`src/rtl/tmr_flag_bank.sv`:
```
`timescale 1ns/1ps
module tmr_flag_bank #(
  parameter int NCH = 4,
  localparam int SW = 2*NCH + 1
) (
  input  logic           clk,
  input  logic           rst_n,
  input  logic [NCH-1:0] cmp_hit,
  input  logic [NCH-1:0] cap_hit,
  input  logic [NCH-1:0] ch_is_in,
  input  logic           center_mode,
  input  logic           cnt_wrap,
  input  logic           sw_upd,
  input  logic           slv_restart,
  input  logic [NCH-1:0] cap_rd,
  input  logic           wr_en,
  input  logic [SW-1:0]  wr_data,
  input  logic [SW-1:0]  irq_mask,
  output logic [SW-1:0]  status,
  output logic           irq
);
  localparam int UPD = 2*NCH;

  logic [NCH-1:0] cc_q, ov_q;
  logic           upd_q;
  logic [SW-1:0]  wclr;

  assign wclr = wr_en ? wr_data : '0;

  wire [NCH-1:0] cc_set = (ch_is_in & cap_hit) | (~ch_is_in & cmp_hit & {NCH{~center_mode}});
  wire [NCH-1:0] cc_clr = wclr[NCH-1:0] | (ch_is_in & cap_rd);
  wire [NCH-1:0] ov_set = ch_is_in & cap_hit & cc_q;
  wire           up_set = cnt_wrap | sw_upd | slv_restart;

  always_ff @(posedge clk or negedge rst_n) begin
    if (!rst_n) begin
      cc_q  <= '0;
      ov_q  <= '0;
      upd_q <= 1'b0;
    end else begin
      cc_q  <= cc_set | (cc_q & ~cc_clr);
      ov_q  <= ov_set | (ov_q & ~wclr[2*NCH-1:NCH]);
      upd_q <= up_set | (upd_q & ~wclr[UPD]);
    end
  end

  assign status = {upd_q, ov_q, cc_q};
  assign irq    = |(status & irq_mask);
endmodule


```
`config.mk`:
```
export PLATFORM = sky130hd
export DESIGN_NAME = tmr_flag_bank
export DESIGN_NICKNAME = d
export VERILOG_FILES = /design/src/rtl/tmr_flag_bank.sv
export SDC_FILE = /design/constraint.sdc
export NUM_CORES = 1
export LEC_CHECK = 0
export BUFFER_PORTS_ARGS = -buffer_cell sky130_fd_sc_hd__buf_2
export CAP_MARGIN = 5
export CORE_MARGIN = 2
export CORE_UTILIZATION = 35
export CTS_CLUSTER_DIAMETER = 200
export DETAILED_ROUTE_END_ITERATION = 7
export GPL_ROUTABILITY_DRIVEN = 0
export PLACE_DENSITY_LB_ADDON = 0.15
export SLEW_MARGIN = 10
export SYNTH_ARGS = -nofsm -noshare
export SYNTH_HDL_FRONTEND = slang
export SYNTH_SLANG_ARGS = --single-unit
```
`constraint.sdc`:
```
create_clock -name clk -period 2.1 [get_ports clk]
set_input_delay 0.105 -clock clk [delete_from_list [all_inputs] [get_ports clk]]
set_output_delay 0.105 -clock clk [all_outputs]
set_load 0.02 [all_outputs]
```
Word level (Yosys, flattened, before mapping) --
Cells that the tools add are included.
Storage, ports and cells: word-level logic and storage cells 26, flip-flop bits (word level) 9, input bits 41, output and inout port bits 10
Operators by class: mux-type cells 1, bitwise gates (word level) 21, reduce and logical (&&, ||, !) cells 1
Operators by type and width (number):
- bitwise AND 4 bit | 7
- OR 4 bit | 4
- inverter 4 bit | 3
- bitwise AND 9 bit | 1
- two-way mux 9 bit | 1
- OR reduction 9 bit | 1
- OR 1 bit | 3
- inverter 1 bit | 2
- bitwise AND 1 bit | 1

Logic depth before layout (Yosys ltp) --
depth after elaboration 5, depth in mapped cells 4, gate-level depth less buffers 3

Worst setup path before layout --
OpenSTA, ideal clock, no wires.
path type register to output, from register cc_q[0], to output irq, arrival time 1113 ps, setup slack 882 ps, cell stages (with the launch flop) 4, path buffers 0, cell sequence dfrtp_1 a22o_1 a221oi_1 nand3_1
Between the ends: longest elaborated chain between the ends 2
RTL lines:
- from (decl) | line 24 | logic [NCH-1:0] cc_q, ov_q;
- from (signal assigned) | line 41 | cc_q <= cc_set | (cc_q & ~cc_clr);
- bitwise AND 9 bit | line 48 | assign irq = |(status & irq_mask);
- OR reduction 9 bit | line 48
- to (decl) | line 20 | output logic irq
Every way passes these cells.

Final worst setup path --
Ends and elaborated chain as after synthesis.

==> summary by stage <==
Global route
Global routing used between 10% and 20% of the available tracks. The number of global-route vias before repair is ~500. Entering global routing, the biggest net connects 10 pins. The initial antenna violation count was 0.

After global routing the overflow that remains totals 0. The wire length of the first global-routing pass is roughly 1.9 mm.

Critical path
The source of the worst register-to-register timing path is cc_q[1]$_DFF_PN0_. STA classifies the critical path startpoint as a register. The number of cells on the worst reg-to-reg path is 2. STA puts the critical path data required time at about 2.0 ns. The endpoint identified for the worst register-to-register timing path is cc_q[1]$_DFF_PN0_. The type of the worst setup path is register to output port. The maximum net fanout on the critical path is 5. The endpoint class of the critical path is an output port. Setup slack on the worst reg-to-reg path comes out at ~1.2 ns. The arrival time of the worst setup path is about 1.4 ns.

Logic synthesis
The Yosys step of the flow raised 0 warnings. When the netlist entered floorplanning its net count stood at between 80 and 90. The post-synthesis cell count is 47. Counting flops and latches in the post-synthesis netlist gives 9. The number of distinct library cells after synthesis is 15. The post-synthesis instance area is about 480 um2. A synthesized cell averages ~10 um2. After synthesis, flip-flops and latches occupy between 40 and 50% of the total area.

Pwr
Internal power comes to about 0.34 mW. The switching part of the total is ~30%. IR analysis of the VDD net gives a maximum drop of 409 uV. Summed over all nets, the switching power comes to approximately 0.14 mW. The total power after layout is 0.479 mW.

The share of total power dissipated in the clock network is about 26%. Registers are responsible for 44.9% of the overall power. Combinational logic is responsible for about 29% of the overall power. For this design the static power due to leakage is about 0.4 nW. The power per standard cell area is 625 nW/um2.

Timing
Setup violations remaining at the end of the flow were counted as 0. Setup total negative slack on the finished layout was measured at 0 ns. The smallest clock period supported by the final layout is computed as ~1.5 ns.

The final count of hold timing violations came to 0. Derived from the worst setup path, the maximum achievable clock frequency is approximately 0.68 GHz. Measured against its own limit, the worst slew margin works out to ~83%. The clock arrives with approximately 0.0016 ns of skew. After layout, the worst path uses 70.4% of the clock period.

The final-report max-slew violation count is 0. The worst-margin pin slew is about 0.26 ns. Setup repair after global routing left no endpoint under its margin.

Drt
The number of design-rule violations left by the first detailed-router iteration is 5. The per-cell via count in the routed design is about 5.2. After detailed routing, the total wire length is between 1 and 1.5 mm.

After detailed routing, the average wire length per cell comes to approximately 12 um. The number of remaining DRC errors is 0. The pre-antenna-repair detailed-routing pass consisted of 4 iterations. The number of vias in the routed layout is 600. The remaining antenna violation count after routing is 0.

Floorplan
The die footprint is about 1700 um2. From bottom edge to top edge, the die measures between 40 and 50 um. The boundary pin count is 51. For this configuration, the core starts out at a cell density of 37.4%.

The cell row count is 13. The die span in x is 41.1 um. The area of the core is about 1300 um2.

Hold path
The path class of the tightest hold or removal check is primary input to register. The startpoint identified for the worst hold timing path is slv_restart. The number of instances on the worst hold path is 2. The worst hold path terminates at upd_q$_DFF_PN0_.

Clocking
The tree is rooted in a clkbuf_4. The number of CTS-inserted buffers is 3. At the later pin of the worst-skew pair, clock insertion delay measures about 0.25 ns.

The worst-case clock buffer depth is 2. CTS built an H-tree with a depth of 1. The clock transition time at the flip-flop clock pins of the worst setup and hold paths is about 0.060 ns. TritonCTS built the clock tree.

The CTS sink count is 9.

Finish
For this run, the number of standard cells in the final layout without fillers is ~120. The number of antenna repair diodes is 0. The final layout contains 142 nets. The layout overhead on the synthesized area is 59.6%. Fill cells in the final layout number 124.

Cells with a size suffix above 1 make up a little over half of the layout. The finished cells cover 767 um2. The top cell types in the final layout, fill and taps aside, are buf_2, dfrtp_1, nand2_1. The most common library cell in the layout ignoring fill and taps is buf_2.

Placed design
The post-placement cell area is around 730 um2. Detailed placement ended at an HPWL of 1.13 mm. The instance count after placement with tap cells included is 110. Input and output buffers added on the ports amount to 50.

Run
The count of max-cap constraint violations is 0.

Outcome
The run finished with clean final reports.
==> per-layer routing <==
layer	share of wire (%)	vias up	global-route usage [%]
li1	-	296	-
met1	41	272	18.6
met2	48	32	33.6
met3	11	0	4.35
met4	0	0	2.50
met5	0	-	0
==> worst max path at each step <==
stage | from | depth (start not counted) | to
detailed placement | cc_q[0]$_DFF_PN0_ | 4 | irq
CTS | cc_q[0]$_DFF_PN0_ | 4 | irq
finish | cc_q[0]$_DFF_PN0_ | 4 | irq
global placement | cc_q[0]$_DFF_PN0_ | 4 | irq
global route | cc_q[0]$_DFF_PN0_ | 4 | irq
floorplan | cc_q[0]$_DFF_PN0_ | 3 | irq
==> critical path: stages, from the launching register on <==
cell      delay [ns]
dfrtp_1         0.42
a22o_1          0.22
a221oi_1        0.22
nand3_1         0.10
buf_2           0.17
==> Yosys cell counts (all sizes together) <==
library cell  instances  area (um2)
inv                   5        18.8
a221oi                5        43.8
nand3                 1        5.00
a31oi                 4        25.0
nand2                 9        36.3
buf                   2        18.8
a32o                  4        40.0
dfrtp                 9         225
a22oi                 1        7.51
a222oi                1        10.0
a22o                  1        8.76
nand3b                4        30.0
a2111o                1        11.3
==> stage by stage <==
step / hold WS [ns] / util [%] / setup WS, ns
floorplan: -0.191 / - / 0.882
global placement: -0.0359 / 56.9 / 0.879
detailed placement: -0.0335 / 56.9 / 0.874
CTS: 0.0441 / 59.7 / 0.587
global route: 0.0553 / 59.7 / 0.491
finish: 0.0474 / 59.7 / 0.622
==> registers in the layout, indices dropped and copies added, names as in the netlist <==
register	flops
cc_q	4
upd_q	1
ov_q	4
==> logic make-up (layout without fill, tap and decap cells) <==
group | Yosys count | count (layout) | synth area share (%)
buffers and inverters | 7 | 60 | 7.81
AO/OA/AOI/OAI | 17 | 17 | 30.5
flip-flops | 9 | 9 | 46.9
AND/OR/NAND/NOR | 14 | 14 | 14.8
==> power by group through the flow <==
stage	combinational (mW)	clock (mW)	sequential, mW
floorplan	0.0448	0	0.241
global placement	0.139	0	0.217
detailed placement	0.140	0	0.218
CTS	0.142	0.130	0.215
global route	0.154	0.140	0.217
finish	0.140	0.124	0.215
==> area by class of cell <==
class / count / area (um2) / share of cell area [%]
sequential: 9 / 225 / 29.4
timing repair buffer: 51 / 260 / 33.9
tap: 15 / 18.8 / 2.45
clock buffer: 4 / 26.3 / 3.43
inverter: 5 / 18.8 / 2.45
multi-input combinational: 31 / 218 / 28.4
==> what timing repair did <==
item,in CTS,in global routing
hold endpoints to repair,9,0
hold buffers,1,0
resized for setup,0,0
buffers inserted,0,0
No activity file was read; power rests on OpenSTA's default activity.
